[src/rtl/erase_pkg.sv]
package erase_pkg;

  typedef enum logic [1:0] {
    TGT_PROG = 2'd0,
    TGT_DATA = 2'd1,
    TGT_FULL = 2'd2,
    TGT_NONE = 2'd3
  } target_e;

  localparam logic [5:0] OP_LOAD_CFG = 6'h00;
  localparam logic [5:0] OP_LOAD_PGM = 6'h02;
  localparam logic [5:0] OP_LOAD_DAT = 6'h03;
  localparam logic [5:0] OP_INC      = 6'h06;
  localparam logic [5:0] OP_SETUP_A  = 6'h01;
  localparam logic [5:0] OP_SETUP_B  = 6'h07;
  localparam logic [5:0] OP_BEGIN    = 6'h08;

  localparam logic [13:0] FILL_WORD = 14'h3FFF;
  localparam int CMD_BITS  = 6;
  localparam int DATA_BITS = 16;

  typedef struct packed {
    logic [5:0] op;
    logic       has_data;
    logic       long_wait;
  } step_t;

  // number of command steps in a script
  function automatic logic [3:0] script_len(target_e t);
    return (t == TGT_FULL) ? 4'd13 : 4'd6;
  endfunction

  // command step idx of the script for target t
  function automatic step_t script_step(target_e t, logic [3:0] idx);
    step_t      s;
    logic [3:0] head;
    logic [3:0] tail;
    s    = '{op: OP_SETUP_B, has_data: 1'b0, long_wait: 1'b0};
    head = (t == TGT_FULL) ? 4'd8 : 4'd1;
    tail = idx - head;
    if (idx == 4'd0) begin
      s.has_data = 1'b1;
      case (t)
        TGT_FULL: s.op = OP_LOAD_CFG;
        TGT_DATA: s.op = OP_LOAD_DAT;
        default:  s.op = OP_LOAD_PGM;
      endcase
    end else if (idx < head) begin
      s.op = OP_INC;
    end else begin
      case (tail)
        4'd0:    s.op = OP_SETUP_A;
        4'd1:    s.op = OP_SETUP_B;
        4'd2:    begin s.op = OP_BEGIN; s.long_wait = 1'b1; end
        4'd3:    s.op = OP_SETUP_A;
        default: s.op = OP_SETUP_B;
      endcase
    end
    return s;
  endfunction

endpackage

[src/rtl/frame_shifter.sv]
module frame_shifter #(
  parameter int HALF_CYC = 5,
  parameter int FRAME_W  = 16,
  localparam int CW = (HALF_CYC > 1) ? $clog2(HALF_CYC) : 1,
  localparam int BW = $clog2(FRAME_W + 1)
) (
  input  logic               clk,
  input  logic               rst,
  input  logic               go,
  input  logic [BW-1:0]      nbits,
  input  logic [FRAME_W-1:0] word,
  output logic               sclk,
  output logic               sdat,
  output logic               fin
);

  localparam logic [CW-1:0] PHASE_LAST = CW'(HALF_CYC - 1);

  logic               active;
  logic [CW-1:0]      cnt;
  logic [BW-1:0]      left;
  logic [FRAME_W-1:0] sh;

  always_ff @(posedge clk) begin
    if (rst) begin
      active <= 1'b0;
      cnt    <= '0;
      left   <= '0;
      sh     <= '0;
      sclk   <= 1'b0;
      sdat   <= 1'b0;
      fin    <= 1'b0;
    end else begin
      fin <= 1'b0;
      if (!active) begin
        if (go) begin
          active <= 1'b1;
          sh     <= word;
          sdat   <= word[0];
          sclk   <= 1'b1;
          cnt    <= PHASE_LAST;
          left   <= nbits - 1'b1;
        end
      end else if (cnt != '0) begin
        cnt <= cnt - 1'b1;
      end else if (sclk) begin
        sclk <= 1'b0;
        cnt  <= PHASE_LAST;
      end else if (left == '0) begin
        active <= 1'b0;
        sdat   <= 1'b0;
        fin    <= 1'b1;
      end else begin
        left <= left - 1'b1;
        sh   <= sh >> 1;
        sdat <= sh[1];
        sclk <= 1'b1;
        cnt  <= PHASE_LAST;
      end
    end
  end


  dat_hold_high_chk: assert property (@(posedge clk) disable iff (rst)
    (sclk && $past(sclk)) |-> $stable(sdat));


  dat_at_fall_chk: assert property (@(posedge clk) disable iff (rst)
    $fell(sclk) |-> $stable(sdat));

endmodule

[src/rtl/wait_timer.sv]
module wait_timer #(
  parameter int CNT_W = 19
) (
  input  logic             clk,
  input  logic             rst,
  input  logic             load,
  input  logic [CNT_W-1:0] val,
  output logic             expire
);

  logic             running;
  logic [CNT_W-1:0] cnt;

  always_ff @(posedge clk) begin
    if (rst) begin
      running <= 1'b0;
      cnt     <= '0;
    end else if (load) begin
      running <= 1'b1;
      cnt     <= val - 1'b1;
    end else if (running) begin
      if (cnt == '0) running <= 1'b0;
      else           cnt     <= cnt - 1'b1;
    end
  end

  assign expire = running && (cnt == '0);


  reload_free_chk: assert property (@(posedge clk) disable iff (rst)
    load |-> !running);


  expire_single_chk: assert property (@(posedge clk) disable iff (rst)
    expire |=> !expire);

endmodule

[src/rtl/erase_script.sv]
module erase_script
  import erase_pkg::*;
#(
  parameter int GAP_CYC   = 50,
  parameter int ERASE_CYC = 400000,
  parameter int CNT_W     = 19,
  localparam int BW = $clog2(DATA_BITS + 1)
) (
  input  logic             clk,
  input  logic             rst,
  input  logic             start,
  input  logic [1:0]       target,
  input  logic             fin,
  input  logic             expire,
  output logic             go,
  output logic [BW-1:0]    nbits,
  output logic [15:0]      word,
  output logic             tload,
  output logic [CNT_W-1:0] tval,
  output logic             busy,
  output logic             done
);

  localparam logic [CNT_W-1:0] GAP_V   = CNT_W'(GAP_CYC);
  localparam logic [CNT_W-1:0] ERASE_V = CNT_W'(ERASE_CYC);

  typedef enum logic [1:0] {S_IDLE, S_SEND, S_SHIFT, S_PAUSE} st_e;

  st_e        st;
  target_e    tgt_q;
  logic [3:0] idx;
  logic       in_data;
  step_t      cur;
  logic [3:0] last_idx;
  logic       need_data;

  always_comb begin
    cur       = script_step(tgt_q, idx);
    last_idx  = script_len(tgt_q) - 4'd1;
    need_data = cur.has_data && !in_data;
    go        = (st == S_SEND);
    nbits     = in_data ? BW'(DATA_BITS) : BW'(CMD_BITS);
    word      = in_data ? {1'b0, FILL_WORD, 1'b0} : {10'd0, cur.op};
  end

  always_ff @(posedge clk) begin
    if (rst) begin
      st      <= S_IDLE;
      tgt_q   <= TGT_PROG;
      idx     <= '0;
      in_data <= 1'b0;
      tload   <= 1'b0;
      tval    <= '0;
      busy    <= 1'b0;
      done    <= 1'b0;
    end else begin
      done  <= 1'b0;
      tload <= 1'b0;
      case (st)
        S_IDLE: begin
          if (start && target_e'(target) != TGT_NONE) begin
            tgt_q   <= target_e'(target);
            idx     <= '0;
            in_data <= 1'b0;
            busy    <= 1'b1;
            st      <= S_SEND;
          end
        end
        S_SEND: st <= S_SHIFT;
        S_SHIFT: begin
          if (fin) begin
            if (idx == last_idx && !need_data) begin
              busy <= 1'b0;
              done <= 1'b1;
              st   <= S_IDLE;
            end else begin
              tload <= 1'b1;
              tval  <= (!need_data && cur.long_wait) ? ERASE_V : GAP_V;
              if (need_data) begin
                in_data <= 1'b1;
              end else begin
                in_data <= 1'b0;
                idx     <= idx + 4'd1;
              end
              st <= S_PAUSE;
            end
          end
        end
        default: begin
          if (expire) st <= S_SEND;
        end
      endcase
    end
  end


  done_pulse_chk: assert property (@(posedge clk) disable iff (rst)
    done |=> !done);


  done_idle_chk: assert property (@(posedge clk) disable iff (rst)
    done |-> !busy);


  target_hold_chk: assert property (@(posedge clk) disable iff (rst)
    (busy && $past(busy)) |-> $stable(tgt_q));

endmodule

[src/rtl/erase_seq.sv]
module erase_seq
  import erase_pkg::*;
#(
  parameter int CLK_HZ   = 50_000_000,
  parameter int HALF_CYC = 5,
  parameter int GAP_NS   = 1000,
  parameter int ERASE_US = 8000
) (
  input  logic       clk,
  input  logic       rst,
  input  logic       start,
  input  logic [1:0] target,
  output logic       pgm_clk,
  output logic       pgm_dat,
  output logic       busy,
  output logic       done
);

  localparam int GAP_CYC   = (CLK_HZ / 1_000_000) * GAP_NS / 1000;
  localparam int ERASE_CYC = (CLK_HZ / 1000) * ERASE_US / 1000;
  localparam int WAIT_MAX  = (ERASE_CYC > GAP_CYC) ? ERASE_CYC : GAP_CYC;
  localparam int CNT_W     = $clog2(WAIT_MAX + 1);
  localparam int BW        = $clog2(DATA_BITS + 1);

  logic             go, fin, tload, expire;
  logic [BW-1:0]    nbits;
  logic [15:0]      word;
  logic [CNT_W-1:0] tval;

  erase_script #(
    .GAP_CYC(GAP_CYC), .ERASE_CYC(ERASE_CYC), .CNT_W(CNT_W)
  ) u_script (
    .clk(clk), .rst(rst), .start(start), .target(target),
    .fin(fin), .expire(expire), .go(go), .nbits(nbits), .word(word),
    .tload(tload), .tval(tval), .busy(busy), .done(done)
  );

  frame_shifter #(
    .HALF_CYC(HALF_CYC), .FRAME_W(DATA_BITS)
  ) u_shift (
    .clk(clk), .rst(rst), .go(go), .nbits(nbits), .word(word),
    .sclk(pgm_clk), .sdat(pgm_dat), .fin(fin)
  );

  wait_timer #(.CNT_W(CNT_W)) u_timer (
    .clk(clk), .rst(rst), .load(tload), .val(tval), .expire(expire)
  );


  idle_clk_low_chk: assert property (@(posedge clk) disable iff (rst)
    !busy |-> !pgm_clk);

endmodule

[config.mk]
export PLATFORM = sky130hd
export DESIGN_NAME = erase_seq
export DESIGN_NICKNAME = d
export VERILOG_FILES = /design/src/rtl/erase_pkg.sv /design/src/rtl/frame_shifter.sv /design/src/rtl/wait_timer.sv /design/src/rtl/erase_script.sv /design/src/rtl/erase_seq.sv
export SDC_FILE = /design/constraint.sdc
export NUM_CORES = 1
export LEC_CHECK = 0
export BUFFER_PORTS_ARGS = -buffer_cell sky130_fd_sc_hd__buf_2
export CAP_MARGIN = 20
export CORE_UTILIZATION = 65
export CTS_CLUSTER_DIAMETER = 30
export DETAILED_ROUTE_END_ITERATION = 10
export PLACE_DENSITY = 0.88
export SYNTH_ARGS = -nofsm -noshare
export SYNTH_HDL_FRONTEND = slang
export SYNTH_SLANG_ARGS = --single-unit
[constraint.sdc]
create_clock -name clk -period 5.3 [get_ports clk]
set_input_delay 1.06 -clock clk [delete_from_list [all_inputs] [get_ports clk]]
set_output_delay 1.06 -clock clk [all_outputs]
set_load 0.01 [all_outputs]
# After elaboration in Yosys (flattened, before gate mapping)

Cells that the tools add are included.

Word-level logic and storage cells: 149
Memories: 0
Register bits after elaboration: 79
Bits in writable memories: 0
Latch bits: 0
Output and inout bits: 4
ROM bits: 0
Input port bits: 5

Divide/modulo/power cells: 0
Multiplexer cells: 70
Order comparisons: 1
Eq/ne operators: 18
Bitwise operators: 4
$mul: 0
$add $sub $neg: 8
Shift-type cells: 0
Reduce and logical (&&, ||, !) cells: 31

Operators with widths:

| operator                                                             | number |
|---|---|
| 16-bit 2-to-1 mux                                                    | 5 |
| 19-bit 2-to-1 mux                                                    | 4 |
| 19-bit by 1-bit subtractor with 19-bit output, second input constant | 2 |
| 1-bit 2-to-1 mux                                                     | 31 |
| 5-bit 2-to-1 mux                                                     | 6 |
| 4-bit 2-to-1 mux                                                     | 6 |
| 19-bit zero test                                                     | 1 |
| 4-bit one-hot mux with 2 select lines                                | 2 |
| 15-bit 2-to-1 mux                                                    | 1 |
| 3-bit 2-to-1 mux                                                     | 5 |
| 2-bit != test, second input constant                                 | 7 |
| 6-bit 2-to-1 mux                                                     | 2 |
| 4-bit AND reduction                                                  | 3 |
| 5-bit by 1-bit subtractor with 5-bit output, second input constant   | 2 |
| 3-bit AND reduction                                                  | 3 |
| 4-bit by 2-bit == test with 1-bit output, second input constant      | 2 |
| 4-bit zero test                                                      | 2 |
| 2-bit 2-to-1 mux                                                     | 4 |
| 2-bit AND reduction                                                  | 4 |
| 2-bit by 1-bit != test with 1-bit output, second input constant      | 3 |
| 2-bit one-hot mux with 3 select lines                                | 1 |
| 2-bit nonzero test                                                   | 3 |
| 1-bit logical AND                                                    | 5 |
| 5-bit zero test                                                      | 1 |
| 20 further kinds                                                     | 27 |

# Depth between registers and ports, before layout

Gate-level depths: netlist of run 1.

Depth after elaboration: 11
Depth in mapped cells: 11
Mapped depth without buffers: 8

# Hierarchy

Synthesis of run 1 repeated with hierarchy kept, for this count alone.

Cells, all modules: 483
Area total of the unflattened synthesis: 4142.7 sq um

By module, submodules not included:

| module        | sequential area each (sq um) | area an instance (sq um) | times used | cells an instance |
|---|---|---|---|---|
| wait_timer    | 400.4                        | 1549.0                   | 1          | 188 |
| frame_shifter | 540.5                        | 1386.3                   | 1          | 149 |
| erase_script  | 280.3                        | 1207.4                   | 1          | 146 |

# Worst setup path before layout of run 1

Ideal clock, no wire load.

Path type: reg-to-reg
Start: register u_script.tload
End: register u_timer.cnt[12]
Path slack: 2757 ps
Data arrival time: 2469 ps
Cell stages (with the launch flop): 12
Clock period less this slack: 2543 ps
Buffers on the path: 4
Data required time: 5226 ps
Setup time: 74 ps
Cells stage by stage: dfxtp_1 clkbuf_1 inv_1 clkbuf_8 clkbuf_1 nand2_1 ha_1 clkbuf_2 o21ai_1 or2_1 or3_2 a31oi_1

Longest elaborated chain between the ends: 2
Elaborated cells between the ends (all ways): 4
Those cells by class: eq/ne (1); mux (1); reduce/logical (2)

Ends and longest elaborated chain:

| item                                                          | line               | RTL |
|---|---|---|
| start, declared                                               | erase_script.sv:18 | `output logic tload,` |
| start signal, assigned                                        | erase_script.sv:52 | `tload <= 1'b0;` |
| start signal, assigned                                        | erase_script.sv:58 | `tload <= 1'b0;` |
| start signal, assigned                                        | erase_script.sv:77 | `tload <= 1'b1;` |
| 2-bit != test (no line) or 2-bit nonzero test (tied branches) | -                  |  |
| 2-bit AND reduction (no line)                                 | -                  |  |
| end signal, assigned                                          | wait_timer.sv:20   | `cnt <= val - 1'b1;` |
| end signal, assigned                                          | wait_timer.sv:23   | `else cnt <= cnt - 1'b1;` |
| end, declared                                                 | wait_timer.sv:12   | `logic [CNT_W-1:0] cnt;` |

Several ways; a longest one is shown, not always the timed one.
A chain may end at the register's enable or synchronous reset.

# Worst setup path in the final report of run 1

Start: register u_script.tload
End: register u_timer.cnt[6]

Same word-level chain as after synthesis.

==> results.cfg, run 1 <==
[outcome]
run_status = complete, no violations

[placement]
dp_hpwl_um = 4860
io_buffers = 8
gp_congestion = 0.841

[route]
wl_per_cell_um = 15.8
drt_iter0_markers = 328
ant_nets = 0
remaining_drc_errors = 0
highest_layer = met4
first_pass_iters = 5
met1_length_um = 3290
detail_route.vias_per_cell = 6.48
wl_um = 7480
vias = 3063
dr_wl_met3_um = 456
wl_met2_um = 3580

[timing]
max_freq_mhz = 313
setup_tns_ns = 0
setup_violations = 0
period_minus_slack_ns = 3.20
clock_skew_ns = 0.00572
hold_violations = 0
rsz0062_at_grt = false
hold_ws_ns = 0.467
tightest_slew_ns = 1.05
max-slew-margin-rel = 0.298
slew_viol_final = 0
final.period_utilization = 0.604

[critical_path]
critPathLaunchType = register
crit_buf_inv = 1
cp.depth = 7
worst_ep_arrival_time_ns = 3.44
r2r_cells = 7
crit_required_ns = 5.54
cp_slowest_cell = dfxtp_1
cpLargestDelayFamily = compound AO/OA/AOI/OAI gates
worstPathCellList = inv_1 > nand2_1 > ha_1 > o21ai_1 > a2111oi_0 > xor2_1 > a32o_1
path_class = reg2reg
path_max_fanout = 23
end_kind = register
crit_path_max_incr_delay_ns = 0.80

[die]
coreArea_mm2 = 0.00482
die_x_um = 73.3
dieHeight_um = 73.3
ios = 9
initial_core_util = 0.687
fp-row-count = 25
die_area_mm2 = 0.00538

[power]
switching_share = 0.391
power_frac_seq = 0.396
p_int_mw = 0.926
power_density_mw_per_mm2 = 436
clkPwrFrac = 0.234
p_sw_mw = 0.593
p_comb_frac = 0.370
p_leak_nw = 1.23
ir_drop_uv = 456

[run]
cap_violations = 0

[layout]
layout.nets = 417
multi_input_area_mm2 = 0.00194
layout_common_cells = 60 x dfxtp_1, 52 x nor2_1, 43 x a21oi_1
fillers = 368
layout-drive-gt1-share = 0.0813
seqCellArea_mm2 = 0.00120
final_common_cell = dfxtp_1
area_delta_synth_final_pct = 5.37
antenna_cells = 0

[grt]
grt_pass1_vias = 2613
grt_start_max_net_pins = 48
antenna_found_initial = 0
grt-ovfl-total = 0
grt_pass1_wl_um = 12000
grt_usage = 0.293

[clock_tree]
clock_path_buffers = 2
cts_tree = done
hold_buffers = 0
cts.sinks = 60
ctsResizeCount = 0
post-cts-setup-buffer-count = 0
clkTransAtPathRegs_ns = 0.07
h-tree-depth = 3
root_buffer = clkbuf_8
cts_buffers = 9
clk_latency_ns = 0.34

[synthesis]
yosysWarnings = 0
synth_area_per_cell_um2 = 8.17
synth_edf_count = 0
yosys.cell_types.count = 63
synthCells = 405
synth-seq-area-share = 0.363
async_flop_share = 0
ys.flop_type = dfxtp_1
netlist_area_mm2 = 0.00331
ys_ff_latch = 60
syn_nets = 421

[worst_hold_path]
holdPathStages = 2
hold_path_class = reg2reg
## state kept, by name, indices dropped and copies added, names as in the netlist, 2 cells and up
name and count:
u_script.tval 2, u_timer.cnt 19, u_script.tgt_q 2, u_script.idx 4, u_shift.cnt 3, u_shift.sh 14, u_script.st 2, u_shift.left 5
## logic make-up (layout without fill, tap and decap cells)
| logic type | after synthesis | count (layout) | share of synthesized area |
|---|---|---|---|
| AOI/OAI and AO/OA | 132 | 132 | 0.261 |
| xor gates and xnor gates | 13 | 13 | 0.0344 |
| adders and majority gates | 11 | 11 | 0.0416 |
| buffers and inverters | 38 | 39 | 0.0533 |
| DFF | 60 | 60 | 0.363 |
| muxes | 4 | 4 | 0.0121 |
| and+or+nand+nor | 147 | 147 | 0.235 |
## Yosys cell counts, types with 3 or more instances
library cell | number | area, µm²
dfxtp_1 | 60 | 1200
a21boi_0 | 3 | 22.5
a31oi_1 | 6 | 37.5
clkbuf_1 | 17 | 63.8
nor2_1 | 52 | 195
nand2b_1 | 4 | 25.0
nor3_1 | 16 | 80.1
a311oi_1 | 6 | 52.6
inv_1 | 14 | 52.6
nand2_1 | 21 | 78.8
a211oi_1 | 18 | 135
o311ai_1 | 3 | 26.3
nor4_1 | 3 | 18.8
nor2b_1 | 9 | 56.3
nand3_1 | 10 | 50.1
and4_1 | 4 | 35.0
mux2i_1 | 4 | 40.0
o21ai_0 | 22 | 110
xnor2_1 | 7 | 61.3
nand3b_1 | 6 | 45.0
nor3b_1 | 3 | 22.5
ha_1 | 11 | 138
xor2_1 | 6 | 52.6
clkbuf_8 | 3 | 41.3
o211ai_1 | 5 | 37.5
a21oi_1 | 43 | 215
## routing by layer
layer  track usage  vias to the layer above
met4         0.115                        0
li1              -                     1482
met3        0.0686                       20
met1         0.361                     1429
met2         0.496                      132
met5             0                        -
## worst register-to-register path, stage by stage, from the launching register on
cell	delay, ns
dfxtp_1	0.80
inv_1	0.54
nand2_1	0.19
ha_1	0.30
o21ai_1	0.25
a2111oi_0	0.65
xor2_1	0.13
a32o_1	0.24
## cell type report
type,count,area share
timing repair buffer,9,0.0136
multi-input combinational,307,0.556
inverter,14,0.0151
tap,67,0.0240
clock inverter,2,0.00287
sequential,60,0.345
clock buffer,14,0.0438
## through the flow
step | power [mW] | worst slack (ns) | util | area [µm²] | instances
after floorplan | 1.04 | 2.76 | - | 3310 | 405
after global placement | 1.13 | 2.40 | 0.690 | 3320 | 457
after detailed placement | 1.15 | 2.28 | 0.690 | 3320 | 457
after CTS | 1.51 | 2.27 | 0.724 | 3490 | 473
after global routing | 1.62 | 1.93 | 0.724 | 3490 | 473
final | 1.52 | 2.10 | 0.724 | 3490 | 473
## final timing paths
path | startpoint | endpoint | slack [ns]
worst max-delay path | u_script.tload$_SDFF_PP0_ | u_timer.cnt[6]$_SDFFE_PP0P_ | 2.10
worst min-delay path | u_shift.cnt[1]$_SDFFE_PP0P_ | u_shift.cnt[1]$_SDFFE_PP0P_ | 0.47
worst max register to register | u_script.tload$_SDFF_PP0_ | u_timer.cnt[6]$_SDFFE_PP0P_ | 2.10
worst min register to register | u_shift.cnt[1]$_SDFFE_PP0P_ | u_shift.cnt[1]$_SDFFE_PP0P_ | 0.47
## power by group through the flow
stage                     Combinational, mW  Sequential (mW)  Clock (mW)
after floorplan                       0.462            0.574           0
after detailed placement              0.548            0.606           0
after global routing                  0.632            0.612       0.379
final                                 0.563            0.602       0.355
after CTS                             0.556            0.599       0.355
after global placement                0.527            0.604           0
Power figures use the tool's default switching activity.
==> run 2: changes to the inputs <==
ABC_AREA = 1   (was default)
CORE_UTILIZATION = 62   (was 65)
PLACE_DENSITY = 0.84   (was 0.88)
clock period = 3 ns   (was 5.3 ns; I/O delays follow)
==> results.cfg, run 2 <==
[synthesis]
synth_area_leader_cell = dfxtp_1
synth_xor_area_frac = 0.0226
synth_top_family_by_area = simple AND/OR/NAND/NOR gates
syn_nets = 520
ys_top_cells_by_count = 96 x nand2_1, 64 x nor2_1, 60 x dfxtp_1
yosysWarnings = 0
yosysTopAreaCellShare = 0.345
synthCells = 504
async_flop_share = 0
netlist_area_mm2 = 0.00348
yosys.area_share.adder = 0.0395
ys_ff_latch = 60
ys.flop_type = dfxtp_1
synth_area_per_cell_um2 = 6.91
synth_compound_area_frac = 0.140
yosys.cell_types.count = 41
synth_edf_count = 0
synth-seq-area-share = 0.345
synth_simple_gate_area_frac = 0.355
synth_mux_area_frac = 0
synth.most_common_cell = nand2_1
netlist_top_cells_area = dfxtp_1 34%, nand2_1 10%, nor2_1 6.9%

[route]
detail_route.vias_per_cell = 5.52
wl_per_cell_um = 13.0
vias = 3211
drt_iter0_markers = 272
ant_nets = 0
remaining_drc_errors = 0
first_pass_iters = 5
wl_um = 7570

[clock_tree]
hold_buffers = 0
h-tree-depth = 3
clkTransAtPathRegs_ns = 0.06
clock_path_buffers = 2
cts_tree = done
ctsResizeCount = 0
clk_latency_ns = 0.35
cts.sinks = 60
root_buffer = clkbuf_8
cts_buffers = 9
post-cts-setup-buffer-count = 0

[timing]
setup_tns_ns = 0
max-slew-margin-rel = 0.543
tightest_slew_ns = 0.684
clock_skew_ns = 0.00654
rsz0062_at_grt = false
hold_ws_ns = 0.475
hold_violations = 0
max_freq_mhz = 475
slew_viol_final = 0
period_minus_slack_ns = 2.11
final.period_utilization = 0.702
setup_violations = 0

[die]
fp-row-count = 26
coreArea_mm2 = 0.00527
ios = 9
die_x_um = 77.0
initial_core_util = 0.661
dieHeight_um = 77.0
die_area_mm2 = 0.00592

[grt]
grt_start_max_net_pins = 23
antenna_found_initial = 0
grt_usage = 0.274
grt-ovfl-total = 0
grt_pass1_wl_um = 12900
grt_pass1_vias = 2933

[critical_path]
path_class = reg2reg
crit_buf_inv = 0
crit_required_ns = 3.23
worst_ep_arrival_time_ns = 2.34
path_max_fanout = 19
cpLargestDelayFamily = simple AND/OR/NAND/NOR gates
path_common_cell = nor2_1
cp_slowest_cell = dfxtp_1
end_kind = register
worstPathCellList = nor2_1 > or2_1 > nor2_4 > nand2_2 > a21oi_1 > nor2_1
crit_path_max_incr_delay_ns = 0.76
critPathLaunchType = register

[layout]
layout.nets = 524
largest_register_ffs = 19
antenna_cells = 0
largest_register = u_timer.cnt
final_common_cell = nand2_1
reg.largest.list = u_timer.cnt: 19 flops, u_shift.sh: 14 flops, u_shift.left: 5 flops
layout_common_cells = 96 x nand2_1, 64 x nor2_1, 60 x dfxtp_1
area_delta_synth_final_pct = 5.89
layout-drive-gt1-share = 0.139

[run]
cap_violations = 0

[power]
power_density_mw_per_mm2 = 756
p_leak_nw = 1.81
ir_drop_uv = 660

[placement]
dp_hpwl_um = 5420
io_buffers = 8
gp_congestion = 0.904

[worst_hold_path]
hold_path_class = reg2reg

[outcome]
run_status = complete, no violations
run 2: per-layer routing:
layer,track usage,vias to the layer above,routed length [µm]
met5,0,-,0
met4,0.0943,0,138
met3,0.0679,19,441
met2,0.444,100,3460
met1,0.354,1452,3520
li1,-,1640,-
run 2: stage by stage:
stage          setup slack, ns  power, mW  cell area [µm²]   util  cells
2_1_floorplan             1.29       1.95             3480      -    504
3_3_place_gp             0.998       2.09             3520  0.668    567
3_5_place_dp             0.944       2.14             3520  0.668    567
4_1_cts                  0.915       2.78             3690  0.700    582
5_1_grt                  0.687       2.99             3690  0.700    582
6_report                 0.894       2.79             3690  0.700    582
run 2: worst paths after layout:
path                                     from                     endpoint  slack, ns  depth (start not counted)
setup / recovery    u_shift.active$_SDFF_PP0_  u_shift.sh[11]$_SDFFE_PP0P_       0.89                          6
setup reg to reg    u_shift.active$_SDFF_PP0_  u_shift.sh[11]$_SDFFE_PP0P_       0.89                          6
hold reg to reg   u_shift.cnt[1]$_SDFFE_PP0P_  u_shift.cnt[1]$_SDFFE_PP0P_       0.47                          2
hold / removal    u_shift.cnt[1]$_SDFFE_PP0P_  u_shift.cnt[1]$_SDFFE_PP0P_       0.47                          2
run 2: layout make-up:
| cell class | count | area, µm² |
|---|---|---|
| multi-input combinational | 366 | 1940 |
| inverter | 60 | 229 |
| timing repair buffer | 11 | 62.6 |
| fill | 454 | 1580 |
| sequential | 60 | 1200 |
| tap | 70 | 87.6 |
| clock inverter | 2 | 10.0 |
| clock buffer | 13 | 159 |
run 2: worst reg2reg max path, delay by kind of cell, from the launching register on:
| kind | cells | cell delay [ns] |
|---|---|---|
| AO/OA/AOI/OAI | 1 | 0.19 |
| flip-flops | 1 | 0.76 |
| AND/OR/NAND/NOR | 5 | 1.04 |
run 2: cells by family after synthesis:
group / count (synthesis)
AND/OR/NAND/NOR: 254
AO/OA/AOI/OAI: 92
buffers and inverters: 78
flip-flops: 60
adder cells (fa/ha/maj): 11
XOR/XNOR: 9
run 2: where the power goes:
part           switching [mW]  internal (mW)  leakage (nW)
Combinational           0.672          0.380          1.23
Clock                   0.307          0.338        0.0893
Sequential              0.124          0.968         0.489
Total                    1.10           1.69          1.81
==> run 3: changes to the inputs <==
clock period = 2.2 ns   (was 3 ns; I/O delays follow)
==> results.cfg, run 3 (same netlist as run 2, synthesis figures left out) <==
[worst_hold_path]
hold_path_class = in2reg

[clock_tree]
clock_path_buffers = 2
clk_latency_ns = 0.34
h-tree-depth = 3
cts_tree = done
cts.sinks = 60
post-cts-setup-buffer-count = 0
clkTransAtPathRegs_ns = 0.06
cts_buffers = 9
root_buffer = clkbuf_8

[layout]
largest_register_ffs = 19
layout-drive-gt1-share = 0.148
reg.largest.list = u_timer.cnt: 19 flops, u_shift.sh: 14 flops, u_shift.left: 5 flops
largest_register = u_timer.cnt
final_common_cell = nand2_1
layout_common_cells = 96 x nand2_1, 64 x nor2_1, 59 x dfxtp_1
antenna_cells = 0
layout.nets = 527
area_delta_synth_final_pct = 7.61

[die]
ios = 9
fp-row-count = 26
die_x_um = 77.0
coreArea_mm2 = 0.00527
die_area_mm2 = 0.00592
dieHeight_um = 77.0
initial_core_util = 0.661

[timing]
rsz0062_at_grt = false
slew_viol_final = 0
final.period_utilization = 0.874
max-slew-margin-rel = 0.701
period_minus_slack_ns = 1.92
setup_tns_ns = 0
worst_slack_ns = 0.276
hold_violations = 0
setup_violations = 0
max_freq_mhz = 520
tightest_slew_ns = 0.448
clock_skew_ns = 0.00665

[route]
remaining_drc_errors = 0
ant_nets = 0
drt_iter0_markers = 286
first_pass_iters = 5
wl_per_cell_um = 13.5
wl_um = 7870
vias = 3285
detail_route.vias_per_cell = 5.62

[run]
cap_violations = 0

[power]
finalPower_mw = 4.01
p_leak_nw = 1.84
power_density_mw_per_mm2 = 1070
ir_drop_uv = 780

[critical_path]
worstPathCellList = inv_1 > ha_1 > ha_1 > xnor2_1 > nand3_1 > nand3b_1 > or2_1 > nand2_1 > inv_1
path_max_fanout = 4
worst_ep_arrival_time_ns = 2.16
r2r_slack_ns = 0.28
crit_path_max_incr_delay_ns = 0.40
end_kind = register
cp_slowest_cell = dfxtp_1
path_class = reg2reg
crit_required_ns = 2.44
critPathLaunchType = register

[grt]
grt_start_max_net_pins = 25
grt_pass1_vias = 3141
grt_usage = 0.281
antenna_found_initial = 0
grt-ovfl-total = 0
grt_pass1_wl_um = 13400

[placement]
gp_congestion = 0.947
dp_hpwl_um = 5510
io_buffers = 8
place_ws_ns = 0.207

[outcome]
run_status = complete, no violations
## run 3: cell types whose count changed in the layout (fill, tap and decap cells not counted)
cell	before	now
clkbuf_8	11	9
dfxtp_1	60	59
clkinvlp_4	0	1
bufinv_16	0	2
dfxtp_2	0	1
clkbuf_1	2	1
buf_4	3	6
## run 3: final cells by class
class | count | area, µm²
clock buffer | 10 | 128
clock inverter | 5 | 77.6
fill | 427 | 1520
inverter | 60 | 229
multi-input combinational | 366 | 1940
sequential | 60 | 1200
tap | 70 | 87.6
timing repair buffer | 14 | 85.1
## run 3: what timing repair did
item                                    in CTS  in global routing
endpoints found under the setup margin       0                  5
resized for setup                            0                  1
hold buffers                                 0                  0
## run 3: final timing paths
path	startpoint	end	depth (start not counted)
hold / removal	target[1]	u_script.tgt_q[1]$_SDFFE_PP0P_	3
setup reg to reg	u_script.idx[0]$_SDFFE_PP0P_	u_script.tval[5]$_SDFFE_PP0P_	9
hold reg to reg	u_shift.cnt[1]$_SDFFE_PP0P_	u_shift.cnt[1]$_SDFFE_PP0P_	2
setup / recovery	u_script.idx[0]$_SDFFE_PP0P_	u_script.tval[5]$_SDFFE_PP0P_	9
## run 3: stage by stage
step / hold slack, ns / util / instance area, µm² / std cells
after global placement: 0.450 / 0.672 / 3540 / 570
after global routing: 0.421 / 0.712 / 3750 / 585
after floorplan: 0.439 / - / 3480 / 504
final: 0.391 / 0.712 / 3750 / 585
after CTS: 0.388 / 0.711 / 3750 / 585
after detailed placement: 0.465 / 0.672 / 3540 / 570
## run 3: routing by layer
layer	wire length (µm)	vias to the layer above	GRT usage
met4	230	0	0.138
met3	495	25	0.0750
met2	3690	124	0.457
met5	0	-	0
li1	-	1650	-
met1	3450	1486	0.342
## run 3: power by group
part | switching (mW) | leakage (nW) | total, mW | internal (mW)
Clock | 0.438 | 0.102 | 1.07 | 0.628
Sequential | 0.131 | 0.490 | 1.45 | 1.32
Combinational | 0.961 | 1.25 | 1.49 | 0.529
Total | 1.53 | 1.84 | 4.01 | 2.48
## run 3: worst max-delay path: cells and delay by family, from the launching register on
kind,cells,cell delay (ns)
AND/OR/NAND/NOR,4,0.63
adder cells (fa/ha/maj),2,0.46
flip-flops,1,0.40
XOR/XNOR,1,0.20
buffers and inverters,2,0.14
